### src/rtl/nand_move_pkg.sv
package nand_move_pkg;
  localparam int COL_W  = 16;
  localparam int ROW_W  = 24;
  localparam int NADDR  = 5;

  localparam logic [7:0] CMD_LOAD   = 8'h00;
  localparam logic [7:0] CMD_LOADGO = 8'h35;
  localparam logic [7:0] CMD_PATCH  = 8'h85;
  localparam logic [7:0] CMD_COMMIT = 8'h10;
  localparam logic [7:0] CMD_STATUS = 8'h70;

  typedef enum logic [1:0] {OP_CMD, OP_ADDR, OP_DATA, OP_READ} bus_op_e;

  typedef enum logic [3:0] {
    ST_IDLE, ST_LCMD, ST_LADDR, ST_LGO, ST_BUSYLO, ST_BUSYHI, ST_STCMD,
    ST_STRD, ST_PCMD, ST_PADDR, ST_HOLD, ST_PDATA, ST_COMMIT, ST_DONE
  } seq_st_e;
endpackage

### src/rtl/nand_sel_match.sv
module nand_sel_match #(
  parameter int                 W    = 24,
  parameter logic [W-1:0]       MASK = '0
) (
  input  logic [W-1:0] row_a,
  input  logic [W-1:0] row_b,
  output logic         differ
);
  logic [W-1:0] diff_bits;

  for (genvar i = 0; i < W; i++) begin : g_bit
    if (MASK[i]) begin : g_chk
      assign diff_bits[i] = row_a[i] ^ row_b[i];
    end else begin : g_skip
      assign diff_bits[i] = 1'b0;
    end
  end

  assign differ = |diff_bits;
endmodule

### src/rtl/nand_strobe.sv
module nand_strobe import nand_move_pkg::*; #(
  parameter int TWP = 3,
  parameter int TWH = 2
) (
  input  logic       clk,
  input  logic       rst_n,
  input  logic       go,
  input  bus_op_e    op,
  input  logic [7:0] wbyte,
  input  logic [7:0] io_in,
  output logic       we_n,
  output logic       re_n,
  output logic       cle,
  output logic       ale,
  output logic [7:0] io_out,
  output logic       io_oe,
  output logic [7:0] rbyte,
  output logic       done
);
  localparam int TMAX  = (TWP > TWH) ? TWP : TWH;
  localparam int CNT_W = $clog2(TMAX + 1);

  typedef enum logic [1:0] {PH_IDLE, PH_LOW, PH_HIGH} ph_e;

  ph_e              ph_q, ph_n;
  logic [CNT_W-1:0] cnt_q, cnt_n;
  bus_op_e          op_q, op_n;
  logic [7:0]       byte_q, byte_n;
  logic [7:0]       rd_q, rd_n;

  always_comb begin
    ph_n   = ph_q;
    cnt_n  = cnt_q;
    op_n   = op_q;
    byte_n = byte_q;
    rd_n   = rd_q;
    unique case (ph_q)
      PH_IDLE: if (go) begin
        ph_n   = PH_LOW;
        cnt_n  = CNT_W'(TWP - 1);
        op_n   = op;
        byte_n = wbyte;
      end
      PH_LOW: if (cnt_q == '0) begin
        ph_n  = PH_HIGH;
        cnt_n = CNT_W'(TWH - 1);
        if (op_q == OP_READ) rd_n = io_in;
      end else begin
        cnt_n = cnt_q - 1'b1;
      end
      PH_HIGH: if (cnt_q == '0) ph_n = PH_IDLE;
               else cnt_n = cnt_q - 1'b1;
      default: ph_n = PH_IDLE;
    endcase
  end

  always_ff @(posedge clk or negedge rst_n) begin
    if (!rst_n) begin
      ph_q   <= PH_IDLE;
      cnt_q  <= '0;
      op_q   <= OP_CMD;
      byte_q <= '0;
      rd_q   <= '0;
    end else begin
      ph_q   <= ph_n;
      cnt_q  <= cnt_n;
      op_q   <= op_n;
      byte_q <= byte_n;
      rd_q   <= rd_n;
    end
  end

  assign we_n   = !(ph_q == PH_LOW && op_q != OP_READ);
  assign re_n   = !(ph_q == PH_LOW && op_q == OP_READ);
  assign cle    = (ph_q != PH_IDLE) && (op_q == OP_CMD);
  assign ale    = (ph_q != PH_IDLE) && (op_q == OP_ADDR);
  assign io_oe  = (ph_q != PH_IDLE) && (op_q != OP_READ);
  assign io_out = byte_q;
  assign rbyte  = rd_q;
  assign done   = (ph_q == PH_HIGH) && (cnt_q == '0);

  // checker: length of the current WE# low run
  logic [7:0] we_low_run;
  always_ff @(posedge clk or negedge rst_n) begin
    if (!rst_n)     we_low_run <= '0;
    else if (!we_n) we_low_run <= we_low_run + 1'b1;
    else            we_low_run <= '0;
  end

  a_r12_we_low_width: assert property (@(posedge clk) disable iff (!rst_n)
    (we_n && !$past(we_n)) |-> (we_low_run == 8'(TWP)));

  a_r12_cle_ale_excl: assert property (@(posedge clk) disable iff (!rst_n)
    !(cle && ale));

  a_r8_read_no_drive: assert property (@(posedge clk) disable iff (!rst_n)
    !re_n |-> !io_oe);
endmodule

### src/rtl/nand_move_seq.sv
module nand_move_seq import nand_move_pkg::*; #(
  parameter int               TWP      = 3,
  parameter int               TWH      = 2,
  parameter int               TADL     = 14,
  parameter logic [ROW_W-1:0] SEL_MASK = 24'h010040
) (
  input  logic             clk,
  input  logic             rst_n,
  input  logic             start,
  input  logic [ROW_W-1:0] src_row,
  input  logic [ROW_W-1:0] dst_row,
  output logic             done,
  output logic             err,
  input  logic             pf_empty,
  input  logic [COL_W-1:0] pf_col,
  input  logic [7:0]       pf_data,
  output logic             pf_rd,
  output logic             nand_cle,
  output logic             nand_ale,
  output logic             nand_we_n,
  output logic             nand_re_n,
  output logic [7:0]       nand_io_out,
  output logic             nand_io_oe,
  input  logic [7:0]       nand_io_in,
  input  logic             nand_rdy
);
  localparam int HOLD_W = $clog2(TADL + 2);

  // reset: asserted asynchronously, released on a clock edge
  logic [1:0] rst_pipe;
  logic       rst_s;
  always_ff @(posedge clk or negedge rst_n) begin
    if (!rst_n) rst_pipe <= '0;
    else        rst_pipe <= {rst_pipe[0], 1'b1};
  end
  assign rst_s = rst_pipe[1];

  seq_st_e           st_q, st_n;
  logic              busy_q, busy_n;
  logic [2:0]        aidx_q, aidx_n;
  logic [HOLD_W-1:0] hold_q, hold_n;
  logic [COL_W-1:0]  col_q, col_n;
  logic [7:0]        dat_q, dat_n;
  logic              hasd_q, hasd_n;
  logic [ROW_W-1:0]  src_q, src_n, dst_q, dst_n;
  logic              prog_q, prog_n;
  logic              err_q, err_n;

  logic       go, bdone, sel_bad;
  bus_op_e    op;
  logic [7:0] obyte, rbyte;
  logic       st_unused;

  nand_sel_match #(.W(ROW_W), .MASK(SEL_MASK)) u_sel (
    .row_a(src_row), .row_b(dst_row), .differ(sel_bad));

  nand_strobe #(.TWP(TWP), .TWH(TWH)) u_strobe (
    .clk(clk), .rst_n(rst_s), .go(go), .op(op), .wbyte(obyte),
    .io_in(nand_io_in), .we_n(nand_we_n), .re_n(nand_re_n),
    .cle(nand_cle), .ale(nand_ale), .io_out(nand_io_out),
    .io_oe(nand_io_oe), .rbyte(rbyte), .done(bdone));

  assign st_unused = ^rbyte[7:1];

  function automatic logic [7:0] addr_byte(input logic [2:0] i,
                                           input logic [COL_W-1:0] c,
                                           input logic [ROW_W-1:0] r);
    case (i)
      3'd0:    return c[7:0];
      3'd1:    return c[15:8];
      3'd2:    return r[7:0];
      3'd3:    return r[15:8];
      default: return r[23:16];
    endcase
  endfunction

  logic is_bus, step;
  always_comb begin
    is_bus = 1'b1;
    op     = OP_CMD;
    obyte  = 8'h00;
    unique case (st_q)
      ST_LCMD:   obyte = CMD_LOAD;
      ST_LADDR:  begin op = OP_ADDR; obyte = addr_byte(aidx_q, '0, src_q); end
      ST_LGO:    obyte = CMD_LOADGO;
      ST_STCMD:  obyte = CMD_STATUS;
      ST_STRD:   op = OP_READ;
      ST_PCMD:   obyte = CMD_PATCH;
      ST_PADDR:  begin op = OP_ADDR; obyte = addr_byte(aidx_q, col_q, dst_q); end
      ST_PDATA:  begin op = OP_DATA; obyte = dat_q; end
      ST_COMMIT: obyte = CMD_COMMIT;
      default:   is_bus = 1'b0;
    endcase
    go   = is_bus && !busy_q;
    step = is_bus && busy_q && bdone;
  end

  always_comb begin
    st_n = st_q;   busy_n = busy_q; aidx_n = aidx_q; hold_n = hold_q;
    col_n = col_q; dat_n = dat_q;   hasd_n = hasd_q; src_n = src_q;
    dst_n = dst_q; prog_n = prog_q; err_n = err_q;   pf_rd = 1'b0;
    if (go)   busy_n = 1'b1;
    if (step) busy_n = 1'b0;
    unique case (st_q)
      ST_IDLE: if (start) begin
        src_n = src_row;
        dst_n = dst_row;
        err_n = sel_bad;
        st_n  = sel_bad ? ST_DONE : ST_LCMD;
      end
      ST_LCMD:  if (step) begin aidx_n = '0; st_n = ST_LADDR; end
      ST_LADDR: if (step) begin
        if (aidx_q == 3'(NADDR - 1)) st_n = ST_LGO;
        else aidx_n = aidx_q + 1'b1;
      end
      ST_LGO:    if (step) begin prog_n = 1'b0; st_n = ST_BUSYLO; end
      ST_BUSYLO: if (!nand_rdy) st_n = ST_BUSYHI;
      ST_BUSYHI: if (nand_rdy)  st_n = ST_STCMD;
      ST_STCMD:  if (step) st_n = ST_STRD;
      ST_STRD: if (step) begin
        if (prog_q || rbyte[0]) begin
          err_n = rbyte[0];
          st_n  = ST_DONE;
        end else begin
          st_n   = ST_PCMD;
          hasd_n = !pf_empty;
          pf_rd  = !pf_empty;
          col_n  = pf_empty ? '0 : pf_col;
          dat_n  = pf_data;
        end
      end
      ST_PCMD:  if (step) begin aidx_n = '0; st_n = ST_PADDR; end
      ST_PADDR: if (step) begin
        if (aidx_q == 3'(NADDR - 1)) begin
          hold_n = HOLD_W'(TADL);
          st_n   = ST_HOLD;
        end else aidx_n = aidx_q + 1'b1;
      end
      ST_HOLD:
        if (hold_q == '0) st_n = hasd_q ? ST_PDATA : ST_COMMIT;
        else hold_n = hold_q - 1'b1;
      ST_PDATA: if (step) begin
        if (!pf_empty) begin
          pf_rd = 1'b1;
          col_n = pf_col;
          dat_n = pf_data;
          if (pf_col != col_q + 16'd1) st_n = ST_PCMD;
        end else st_n = ST_COMMIT;
      end
      ST_COMMIT: if (step) begin prog_n = 1'b1; st_n = ST_BUSYLO; end
      ST_DONE:   st_n = ST_IDLE;
      default:   st_n = ST_IDLE;
    endcase
  end

  always_ff @(posedge clk or negedge rst_s) begin
    if (!rst_s) begin
      st_q <= ST_IDLE; busy_q <= 1'b0; aidx_q <= '0; hold_q <= '0;
      col_q <= '0; dat_q <= '0; hasd_q <= 1'b0; src_q <= '0; dst_q <= '0;
      prog_q <= 1'b0; err_q <= 1'b0;
    end else begin
      st_q <= st_n; busy_q <= busy_n; aidx_q <= aidx_n; hold_q <= hold_n;
      col_q <= col_n; dat_q <= dat_n; hasd_q <= hasd_n; src_q <= src_n;
      dst_q <= dst_n; prog_q <= prog_n; err_q <= err_n;
    end
  end

  assign done = (st_q == ST_DONE);
  assign err  = err_q;

  a_r10_sel_abort: assert property (@(posedge clk) disable iff (!rst_s)
    (st_q == ST_IDLE && start && sel_bad) |=> (done && err));

  a_r6_pop_nonempty: assert property (@(posedge clk) disable iff (!rst_s)
    pf_rd |-> !pf_empty);

  a_r7_done_single: assert property (@(posedge clk) disable iff (!rst_s)
    done |=> !done);

  a_r1_idle_quiet: assert property (@(posedge clk) disable iff (!rst_s)
    (st_q == ST_IDLE) |-> (nand_we_n && nand_re_n && !pf_rd));
endmodule

### config.mk
export PLATFORM = sky130hd
export DESIGN_NAME = nand_move_seq
export DESIGN_NICKNAME = d
export VERILOG_FILES = /design/src/rtl/nand_move_pkg.sv /design/src/rtl/nand_sel_match.sv /design/src/rtl/nand_strobe.sv /design/src/rtl/nand_move_seq.sv
export SDC_FILE = /design/constraint.sdc
export NUM_CORES = 1
export LEC_CHECK = 0
export ABC_AREA = 1
export BUFFER_PORTS_ARGS = -buffer_cell sky130_fd_sc_hd__buf_2
export CAP_MARGIN = 20
export CORE_UTILIZATION = 55
export CTS_CLUSTER_SIZE = 40
export DETAILED_ROUTE_END_ITERATION = 10
export PLACE_DENSITY = 0.77
export SYNTH_ARGS = -nofsm -noshare
export SYNTH_HDL_FRONTEND = slang
export SYNTH_HIERARCHICAL = 1
export SYNTH_SLANG_ARGS = --single-unit
### constraint.sdc
create_clock -name clk -period 8.7 [get_ports clk]
set_input_delay 0.87 -clock clk [delete_from_list [all_inputs] [get_ports clk]]
set_output_delay 0.87 -clock clk [all_outputs]
set_load 0.02 [all_outputs]
-- Word-level counts from Yosys, hierarchy flattened
Cells that the tools add are included.
- multiplexer cells: 66
- reduce and logical (&&, ||, !) cells: 46
- add/subtract/negate cells: 4
- equal/unequal tests: 51
- bitwise logic cells: 3
- operators by type and width (cell ; count):
    16-bit two-way mux ; 5
    4-bit two-way mux ; 20
    8-bit case mux with 7 select lines ; 1
    4-bit case mux with 12 select lines ; 1
    2-bit inequality test, second input constant ; 23
    8-bit two-way mux ; 4
    16-bit case mux with 2 select lines ; 1
    8-bit case mux with 4 select lines ; 1
    4-bit == test, second input constant ; 6
    8-bit case mux with 3 select lines ; 1
    2-bit case mux with 3 select lines ; 3
    16-bit by 1-bit adder with 16-bit output, second input constant ; 1
    4-bit by 3-bit == test with 1-bit output, second input constant ; 4
    16-bit inequality test ; 1
    8-bit case mux with 2 select lines ; 1
    3-bit two-way mux ; 5
    15-bit AND reduction ; 1
    3-bit AND reduction ; 5
    2-bit nonzero test ; 7
    1-bit two-way mux ; 12
    2-bit two-way mux ; 6
    4-bit AND reduction ; 3
    2-bit by 1-bit inequality test with 1-bit output, second input constant ; 5
    2-bit OR reduction ; 5
    26 further kinds ; 48
- flip-flop bits (word level): 104
- output and inout bits: 16
- input bits: 85
- word-level logic and storage cells: 187

-- Logic depth before layout (Yosys ltp)
Gate-level depths: netlist of the first run.
- depth in word-level cells: 7
- gate-level depth with buffers: 14

-- Cells and area by module
Netlist of the first run, hierarchy kept.
- by module, submodules not included (module ; area an instance (µm²) ; seq. area each (µm²) ; cells an instance ; times used):
    nand_move_seq ; 5067.4 ; 2227.1 ; 685 ; 1
    nand_strobe ; 1123.6 ; 550.5 ; 134 ; 1
    nand_sel_match ; 31.3 ; 0.0 ; 7 ; 1

-- Least setup slack after synthesis of the first run
OpenSTA, ideal clock, no wires.
- path kind: register -> output
- start: register st_q[2]
- end: output pf_rd
- path buffers: 0
- slack: 6.211 ns
- data required time: 7.830 ns
- stages on the path, launching flop included: 10
- arrival time: 1.619 ns
- path through: dfrtp_1 inv_2 nand2_2 nor2_4 inv_4 nand2_4 nor2_2 nand2_4 nand3_4 nor3_1
- word-level cells in the longest chain between the ends: 7
- elaborated cells on any way between the ends: 16
- those cells by class: eq/ne: 9; mux: 4; reduce/logical: 3
- RTL lines (item ; line ; source):
    start, declared ; nand_move_seq.sv:38 ; seq_st_e st_q, st_n;
    start signal, assigned ; nand_move_seq.sv:162 ; st_q <= st_n; busy_q <= busy_n; aidx_q <= aidx_n; hold_q <= hold_n;
    4-bit == test, or another cell as far along ; nand_move_seq.sv:82 ; unique case (st_q)
    9-bit OR reduction (no line) ; - ;
    1-bit two-way mux ; nand_move_seq.sv:82 ;
    1-bit logical AND (2 in series) ; nand_move_seq.sv:95 ; step = is_bus && busy_q && bdone;
    1-bit two-way mux, on equally long branches ; nand_move_seq.sv:142, nand_move_seq.sv:120 ;
    1-bit case mux with 2 select lines (*) ; nand_move_seq.sv:104 ; unique case (st_q)
    end, declared ; nand_move_seq.sv:17 ; output logic pf_rd,
Every way passes the cells marked *; elsewhere a longest branch is shown, timed or not.

-- Final worst setup path of the first run
- start: register st_q[1]
- end: output pf_rd
Same word-level chain as after synthesis.

==> results of run 1 <==
==> how the worst max path moves through the flow <==
| stage | from | end | depth (start not counted) |
|---|---|---|---|
| 6_report | st_q[1] | pf_rd | 8 |
| 4_1_cts | st_q[1] | pf_rd | 8 |
| 5_1_grt | st_q[1] | pf_rd | 8 |
| 3_3_place_gp | aidx_q[0] | u_strobe/io_out[1] | 9 |
| 3_5_place_dp | aidx_q[0] | u_strobe/io_out[1] | 9 |
| 2_1_floorplan | rst_pipe[1] | aidx_q[0] | 0 |
==> cells in the final DEF, fill, tap and decap left out, drive strengths merged, types with 11 or more instances in the layout <==
master and count:
o21ai 91, inv 126, dfrtp 104, o22ai 12, clkbuf 12, nor2 54
ha 16, nand3 65, buf 95, o2111ai 11, nand2 247
==> report_power, final <==
part / internal (mW) / switching [mW]
clock: 0.164 / 0.170
sequential: 0.675 / 0.118
combinational: 0.306 / 0.586
total: 1.14 / 0.874
==> routing by layer <==
metal | GRT usage | part of all wire
met1 | 0.362 | 0.44
met2 | 0.451 | 0.47
met3 | 0.0644 | 0.061
met4 | 0.106 | 0.029
met5 | 0 | 0.00076
==> area by class of cell <==
type,count,area share
Inverter,125,0.0703
Timing Repair Buffer,95,0.0716
Tap cell,136,0.0254
Multi-Input combinational cell,547,0.413
Clock buffer,12,0.0201
Clock inverter,4,0.0116
Sequential cell,104,0.388
==> state kept, by name, indices dropped and copies added, names as in the netlist, 2 cells and up <==
| name | flops |
|---|---|
| hold_q | 4 |
| dst_q | 24 |
| aidx_q | 3 |
| u_strobe/ph_q | 2 |
| u_strobe/op_q | 2 |
| src_q | 24 |
| u_strobe/cnt_q | 2 |
| rst_pipe | 2 |
| col_q | 16 |
| dat_q | 8 |
| st_q | 4 |
| u_strobe/io_out | 8 |
==> stage by stage <==
stage                     setup WS, ns  cells  hold WS (ns)  instance area [um^2]  utilization
after floorplan                   5.59    798         0.331                  5960            -
final                             5.59   1023         0.249                  6710        0.644
after detailed placement          5.89   1007         0.326                  6500        0.624
after global routing              5.40   1023         0.222                  6710        0.644
after global placement            5.90   1007         0.320                  6500        0.624
after CTS                         5.59   1023         0.226                  6710        0.644
==> results.md, run 1 <==
- Vias in the first global route: a little over 5000
- Antenna Nets Post-Route: 0
- Final #Nets: between 900 and 1000
- Num CTS Buffers: 9
- Clk_skew: between 0.008 and 0.009 ns
- Die area: between 0.01 and 0.015 mm^2
- Initial antenna violation count: 1
- Yosys Warn Count: 6
- Worst VDD drop: ~190 uV
- Critical path capture point type: output port
- CORE AREA: about 0.010 mm^2
- Root Buffer: clkbuf_8
- Worst r2r dst: u_strobe/io_out[1]
- Initial DRC Count: between 300 and 400
- Register Area: approximately 0.0026 mm^2
- Synth Cell Area: 0.00596 mm^2
- Power Total: 2.02 mW
- Clock Latency Late Sink: roughly 0.38 ns
- Slowest Stage Delay on Critical Path: roughly 0.43 ns
- WL per Instance: approximately 14 um
- Pwr Density: approximately 300 mW/mm^2
- Htree depth: 3
- WP data arrival: between 2 and 2.5 ns
- Routability congestion estimate: 0.921
- Pleak: 3.51 nW
- Peak Freq: ~0.32 GHz
- WP buf/inv: 2
- Multi-input gate area: 0.00277 mm^2
- RSZ-0062 raised after global routing: no
- CP top delay family: simple AND/OR/NAND/NOR gates
- CP startpoint kind: flop
- Number of diodes: 0
- Die width: around 110 um
- GRT Resource Usage Total: 0.278
- FF-to-FF Start: aidx_q[0]
- Worst-path maximum fanout: 7
- Reg2Reg Depth: 9
- WS Path Type: reg2out
- CTS-repair resized insts: 0
- Post-Route WL: 14.5 mm
- Syn Nets: about 900
- Min-delay worst type: in2async
- Crit path max-delay cell type: dfrtp_1
- Rows: 37
- Clock Tree Buf Depth: 2
- Syn avg cell area: ~7.5 um^2
- Minimum clock period after layout: around 3.1 ns
- Hold_buf cts: 0
- Max-Cap Viols: 0
- CTS sink cnt: roughly 100
- TNS Setup: 0 ns
- WP data required: a little under 8 ns
- First-pass GRT wire length: around 24 mm
- Vias/cell: roughly 5.3
- PortBufs: 93
- Fillers: 965
- Area grow syn2layout: 12.6%
- HPWL Detailed: ~11 mm
- Result of the run: completed
- Cells after Synth: ~800
- Setup Buffers After CTS: 0
- Period utilisation layout: 0.357
- Crit-path cells: nor2_1 > nand3_1 > o211ai_1 > inv_1 > nand2_4 > nand3_4 > nor3_1 > buf_2
- Slew @ Worst Pin: between 0.8 and 0.9 ns
- Vias: between 5000 and 6000
- Max-slew headroom at the worst pin: 0.447
- Drc violations: 0
- Final setup viols: 0
- Die height: around 110 um
- Worst R2R Setup Slack: roughly 5.8 ns
- First-pass DRT Iterations: 5
- Share of post-route cells with drive strength above 1: 0.158
- Largest net degree at the start of global routing: 92
- CTS tree: done
- Final hold vios: 0
- Slew Viols, Final: 0
- I/O pin total: approximately 100
- GRT overflow: 0
- Initial Util: 0.572
- CTS clk-pin slew, worst paths: 0.10 ns
Note: power is estimated with default switching activity, not from simulation.
==> run 2: changes to the inputs <==
--- a/config.mk
+++ b/config.mk
@@ -5,7 +5,7 @@
 export SDC_FILE = /design/constraint.sdc
 export NUM_CORES = 1
 export LEC_CHECK = 0
-export ABC_AREA = 1
+export ABC_AREA = 0
 export BUFFER_PORTS_ARGS = -buffer_cell sky130_fd_sc_hd__buf_2
 export CAP_MARGIN = 20
 export CORE_UTILIZATION = 55
==> constraint.sdc (replaced) <==
create_clock -name clk -period 2.9 [get_ports clk]
set_input_delay 0.29 -clock clk [delete_from_list [all_inputs] [get_ports clk]]
set_output_delay 0.29 -clock clk [all_outputs]
set_load 0.02 [all_outputs]
==> run 2 against run 1 <==
  * Sequential power is 85% higher
  * Synthesized area is 0.78% lower
  * Cell area is 0.11% higher
  * Critical path depth stayed put
  * Wire length is 3.1% higher
  * Register-to-register slack worse by 5.5 ns
  * Total power is 32% higher
  * First-iteration DRC count is 17% higher
  * Die area is 0.76% lower
  * Setup slack worse by 5.3 ns
  * Largest power group is now sequential cells
==> results.md, run 2 <==
- CTS sink cnt: 104 (unchanged)
- Cells after Synth: 675 (-15%)
- Die height: 106 um (-0.38%)
- Pwr Density: 396 mW/mm^2 (+32%)
- Final #Nets: 859 (-13%)
- Post-Route WL: 14.9 mm (+3.1%)
- CORE AREA: 0.0104 mm^2 (-0.44%)
- Multi-input gate area: 0.00299 mm^2 (+7.9%)
- Period utilisation layout: 0.904
- Critical path capture point type: flop
- Most frequent cells in the layout: nand2_1 (210), dfrtp_1 (103), buf_2 (93), nor2_1 (37), o21ai_0 (35)
- Number of diodes: 0 (unchanged)
- Initial DRC Count: 403 (+17%)
- Syn Nets: 776 (-14%)
- Worst VDD drop: 384 uV (+100%)
- Clk_skew: 0.0112 ns (+0.00301 ns)
- Share of post-route cells with drive strength above 1: 0.218 (+0.0597)
- GRT overflow: 0 (unchanged)
- Fillers: 884 (-8.4%)
- Max-Cap Viols: 0 (unchanged)
- Post-route insts no fill: 899 (-12%)
- First-pass GRT wire length: 24.8 mm (+2.6%)
- HPWL Detailed: 10.8 mm (-0.46%)
- CTS tree: done
- GRT Resource Usage Total: 0.285 (+0.00742)
- Synth Cell Area: 0.00591 mm^2 (-0.78%)
- PortBufs: 93 (unchanged)
- WP data required: 3.19 ns (-4.64 ns)
- Antenna Nets Post-Route: 0 (unchanged)
- Vias/cell: 5.87 (+10%)
- Initial Util: 0.570 (-0.00191)
- WL per Instance: 16.6 um (+17%)
- Area grow syn2layout: 13.6%
- RSZ-0062 raised after global routing: no
- Result of the run: completed
- Slew @ Worst Pin: 0.650 ns (-0.177 ns)
- Yosys Warn Count: 6 (unchanged)
- Final setup viols: 0 (unchanged)
- Commonest non-fill, non-tap cell in the layout: nand2_1
- Initial antenna violation count: 0 (-1)
- Clock Latency Late Sink: 0.39 ns (about the same)
- Vias: 5278 (-3.3%)
- Final hold slack: 0.0762 ns (-0.173 ns)
- Final hold vios: 0 (unchanged)
- Vias in the first global route: 5262 (+2.2%)
- Peak Freq: 0.382 GHz
- CTS clk-pin slew, worst paths: 0.10 ns (about the same)
- TNS Setup: 0 ns (unchanged)
- Routability congestion estimate: 0.885 (-3.9%)
- Slew Viols, Final: 0 (unchanged)
- Pleak: 3.36 nW (-4.3%)
- Min-delay worst type: in2reg
- Num CTS Buffers: 9 (unchanged)
- Minimum clock period after layout: 2.62 ns
- Htree depth: 3 (unchanged)
- Die width: 106 um (-0.38%)
- Drc violations: 0 (unchanged)
- Largest net degree at the start of global routing: 54 (-41%)
- WS Path Type: reg2reg
- I/O pin total: 101 (unchanged)
- WP data arrival: 2.91 ns (+0.67 ns)
- Max-slew headroom at the worst pin: 0.567 (+0.120)
- Dpl cells: 882 (-12%)
- Worst-path maximum fanout: 7 (unchanged)
- Setup Buffers After CTS: 0 (unchanged)
- Root Buffer: clkbuf_8
- Die area: 0.0112 mm^2 (-0.76%)
- Util after Layout: 0.648 (+0.00360)
- First-pass DRT Iterations: 5 (unchanged)
- Syn avg cell area: 8.76 um^2 (+17%)
- Top flop regs: dst_q x24, src_q x24, col_q x16
- Register Area: 0.00261 mm^2 (unchanged)
- Clock Tree Buf Depth: 2 (unchanged)
- CP startpoint kind: flop
- Rows: 37 (unchanged)
## run 2: critical path, stage by stage, from the launching register on
cell	delay (ns)
dfrtp_1	0.49
ha_1	0.24
nand3_1	0.25
nor2_1	0.28
a32oi_2	0.15
a2111oi_2	0.37
nand4_1	0.20
o21ai_2	0.20
mux2_1	0.34
## run 2: through the flow
step | power (mW) | cell area [um^2] | worst slack, ns
detailed placement | 1.62 | 6470 | 0.334
global route | 2.75 | 6720 | 0.0915
finish | 2.66 | 6720 | 0.280
floorplan | 1.54 | 5910 | 0.616
global placement | 1.61 | 6470 | 0.412
CTS | 2.67 | 6720 | 0.288
## run 2: layout make-up
class	count	share of cell area
multi-input cells	509	0.444
clock inverters	5	0.0129
inverters	19	0.0106
clock buffers	11	0.0225
well taps	136	0.0253
flip-flops and latches	104	0.388
repair buffers	115	0.0961
## run 2: metal layers
layer  GRT usage  part of all wire  vias to the layer above
met5           0                 0                        -
met4       0.144             0.032                        0
met2       0.457              0.47                      248
met3      0.0470             0.073                       37
met1       0.374              0.42                     2502
li1            -                 -                     2491
## run 2: what timing repair did
item | 4_1_cts | 5_1_grt
gates resized for setup | 0 | 0
hold buffers | 1 | 0
setup endpoints to repair | 0 | 0
hold endpoints to repair | 2 | 0
## run 2: report_power, final
part / leakage (nW) / internal [mW] / switching (mW)
Combinational: 1.82 / 0.0596 / 0.0650
Sequential: 1.42 / 1.45 / 0.0139
Clock: 0.120 / 0.540 / 0.530
## run 2: final timing paths
| check | depth (start not counted) | to | slack [ns] | start |
|---|---|---|---|---|
| worst min register to register | 0 | dst_q[19] | 0.36 | rst_pipe[1] |
| worst min-delay path | 3 | dst_q[9] | 0.08 | dst_row[9] |
| min in group asynchronous | 2 | rst_pipe[1] | 0.21 | rst_n |
| worst max-delay path | 8 | st_q[2] | 0.28 | col_q[0] |
| worst max register to register | 8 | st_q[2] | 0.28 | col_q[0] |
| max in group asynchronous | 1 | u_strobe/op_q[0] | 1.82 | rst_pipe[1] |
==> run 3: changes to the inputs <==
--- a/config.mk
+++ b/config.mk
@@ -7,11 +7,10 @@
 export LEC_CHECK = 0
 export ABC_AREA = 0
 export BUFFER_PORTS_ARGS = -buffer_cell sky130_fd_sc_hd__buf_2
-export CAP_MARGIN = 20
-export CORE_UTILIZATION = 55
+export CORE_UTILIZATION = 57
 export CTS_CLUSTER_SIZE = 40
 export DETAILED_ROUTE_END_ITERATION = 10
-export PLACE_DENSITY = 0.77
+export PLACE_DENSITY = 0.79
 export SYNTH_ARGS = -nofsm -noshare
 export SYNTH_HDL_FRONTEND = slang
 export SYNTH_HIERARCHICAL = 1
==> run 3 against run 2 <==
  * Setup slack worse by 0.075 ns
  * Total power is 1.7% lower
  * Clock power is 4% lower
  * Utilization is 2.6 points higher
  * Sequential share of layout area is 0.23 points higher
  * Wire length hardly changed
  * Critical path type unchanged
  * Critical endpoint unchanged
==> results.md, run 3 (same netlist as run 2, synthesis figures left out) <==
- Vias in the first global route: 5271 (+0.17%)
- Clock Tree Buf Depth: 2 (unchanged)
- Area grow syn2layout: 13.0%
- Post-route setup slack: 0.205 ns (-0.0747 ns)
- Initial Util: 0.597 (+0.0265)
- Pre-CTS setup slack: 0.255 ns (-0.0793 ns)
- WL per Instance: 16.7 um (+0.54%)
- Drc violations: 0 (unchanged)
- Critical path capture point type: flop
- Slew Viols, Final: 0 (unchanged)
- Worst R2R Setup Slack: 0.20 ns (-0.07 ns)
- CP startpoint kind: flop
- Root Buffer: clkbuf_8
- I/O pin total: 101 (unchanged)
- Max-Cap Viols: 0 (unchanged)
- Die width: 104 um (-1.7%)
- Clk_skew: 0.0153 ns (+0.00417 ns)
- Crit path max-delay cell type: dfrtp_1
- Htree depth: 3 (unchanged)
- GRT Resource Usage Total: 0.293 (+0.00766)
- HPWL Detailed: 10.7 mm (-1.0%)
- Worst r2r dst: st_q[2]
- Worst Hold End: dst_q[5]
- Min-delay worst type: in2reg
- Share of post-route cells with drive strength above 1: 0.214 (-0.00337)
- WP buf/inv: 0 (unchanged)
- Result of the run: completed
- WS Path Type: reg2reg
- Vias: 5274 (-0.076%)
- Max-slew headroom at the worst pin: 0.601 (+0.0340)
- Most frequent cells in the layout: nand2_1 (210), dfrtp_1 (102), buf_2 (93), nor2_1 (37), o21ai_0 (35)
- PortBufs: 93 (unchanged)
- CTS clk-pin slew, worst paths: 0.11 ns (about the same)
- CP top delay family: compound AO/OA/AOI/OAI gates
- Number of diodes: 0 (unchanged)
- Reg2Reg Depth: 8 (unchanged)
- Post-Route WL: 14.9 mm (about the same)
- CTS sink cnt: 104 (unchanged)
- First-pass DRT Iterations: 9 (+4)
- Worst-path maximum fanout: 7 (unchanged)
- Final hold vios: 0 (unchanged)
- Area post-placement: 0.00645 mm^2 (-0.29%)
- FF-to-FF Start: col_q[0]
- Final hold slack: 0.0738 ns (-0.00241 ns)
- Antenna Nets Post-Route: 0 (unchanged)
- Crit-path cells: ha_1 > nand3_1 > o21ai_0 > a32oi_2 > a2111oi_2 > nand4_1 > o21ai_2 > mux2_1
- Initial DRC Count: 328 (-19%)
- Peak Freq: 0.371 GHz (-2.8%)
- Clock Latency Late Sink: 0.40 ns (about the same)
- WP data arrival: 2.97 ns (+0.06 ns)
- Die area: 0.0108 mm^2 (-3.5%)
- Hold path depth: 3 (unchanged)
- Num CTS Buffers: 9 (unchanged)
- Top flop regs: dst_q x24, src_q x24, col_q x16
- Routability congestion estimate: 0.902 (+1.9%)
- Vias/cell: 5.90 (+0.48%)
- RSZ-0062 raised after global routing: no
- Commonest non-fill, non-tap cell in the layout: nand2_1
- Final #Nets: 857 (-0.23%)
- Finished Cell Area: 0.00668 mm^2 (-0.54%)
- Min-delay src: dst_row[5]
- GRT overflow: 0 (unchanged)
- Dpl cells: 877 (-0.57%)
- Pwr Density: 391 mW/mm^2 (-1.2%)
- Minimum clock period after layout: 2.70 ns (+0.0747 ns)
- Slew @ Worst Pin: 0.599 ns (-0.0510 ns)
- Die height: 104 um (-1.7%)
- Worst VDD drop: 391 uV (+1.7%)
- CORE AREA: 0.00991 mm^2 (-4.4%)
- WP data required: 3.17 ns (-0.02 ns)
- CTS tree: done
- Pleak: 3.34 nW (-0.75%)
- Post-route insts no fill: 894 (-0.56%)
- Slowest Stage Delay on Critical Path: 0.48 ns (about the same)
- First-pass GRT wire length: 25.0 mm (+1.0%)
- Util after Layout: 0.674 (+0.0264)
- Period utilisation layout: 0.929 (+0.0257)
- Initial antenna violation count: 0 (unchanged)
- Power Total: 2.61 mW (-1.7%)
- Rows: 36 (-2.7%)
- TNS Setup: 0 ns (unchanged)
- Largest net degree at the start of global routing: 103 (+91%)
- Final setup viols: 0 (unchanged)
## run 3: what timing repair did
action | 4_1_cts | 5_1_grt
resized for setup | 0 | 1
buffers inserted | 0 | 0
endpoints found under the setup margin | 0 | 1
endpoints found under the hold margin | 2 | 0
hold buffers | 1 | 0
## run 3: worst max-delay path by stage
stage                        start      end  slack [ns]  cells past startpoint
after floorplan           col_q[0]  st_q[0]        0.62                      8
after global placement    col_q[0]  st_q[0]        0.40                      8
after detailed placement  col_q[0]  st_q[2]        0.25                      8
after CTS                 col_q[0]  st_q[2]        0.22                      8
after global routing      col_q[0]  st_q[2]        0.04                      8
final                     col_q[0]  st_q[2]        0.20                      8
## run 3: cell type report
type                            count  area (um^2)
Tap cell                          133          166
Clock inverter                      5         87.6
Sequential cell                   104         2610
Timing Repair Buffer              113          631
Inverter                           19         71.3
Fill cell                         835         3230
Multi-Input combinational cell    509         2990
Clock buffer                       11          131
## run 3: worst min-delay path, delay by kind of cell
kind / cells / cell delay (ns)
and+or+nand+nor: 2 / 0.08
buffers and inverters: 1 / 0.08
## run 3: report_power, final
group          internal [mW]  total [mW]  switching [mW]  leakage [nW]
Clock                  0.496        1.03           0.530         0.106
Sequential              1.45        1.45         0.00155          1.42
Combinational         0.0597       0.134          0.0748          1.81
## run 3: metal layers
metal | global-route usage | vias to the layer above | share of wire
li1 | - | 2479 | -
met1 | 0.378 | 2522 | 0.42
met2 | 0.481 | 234 | 0.48
met3 | 0.0658 | 39 | 0.070
met4 | 0.112 | 0 | 0.027
met5 | 0 | - | 0
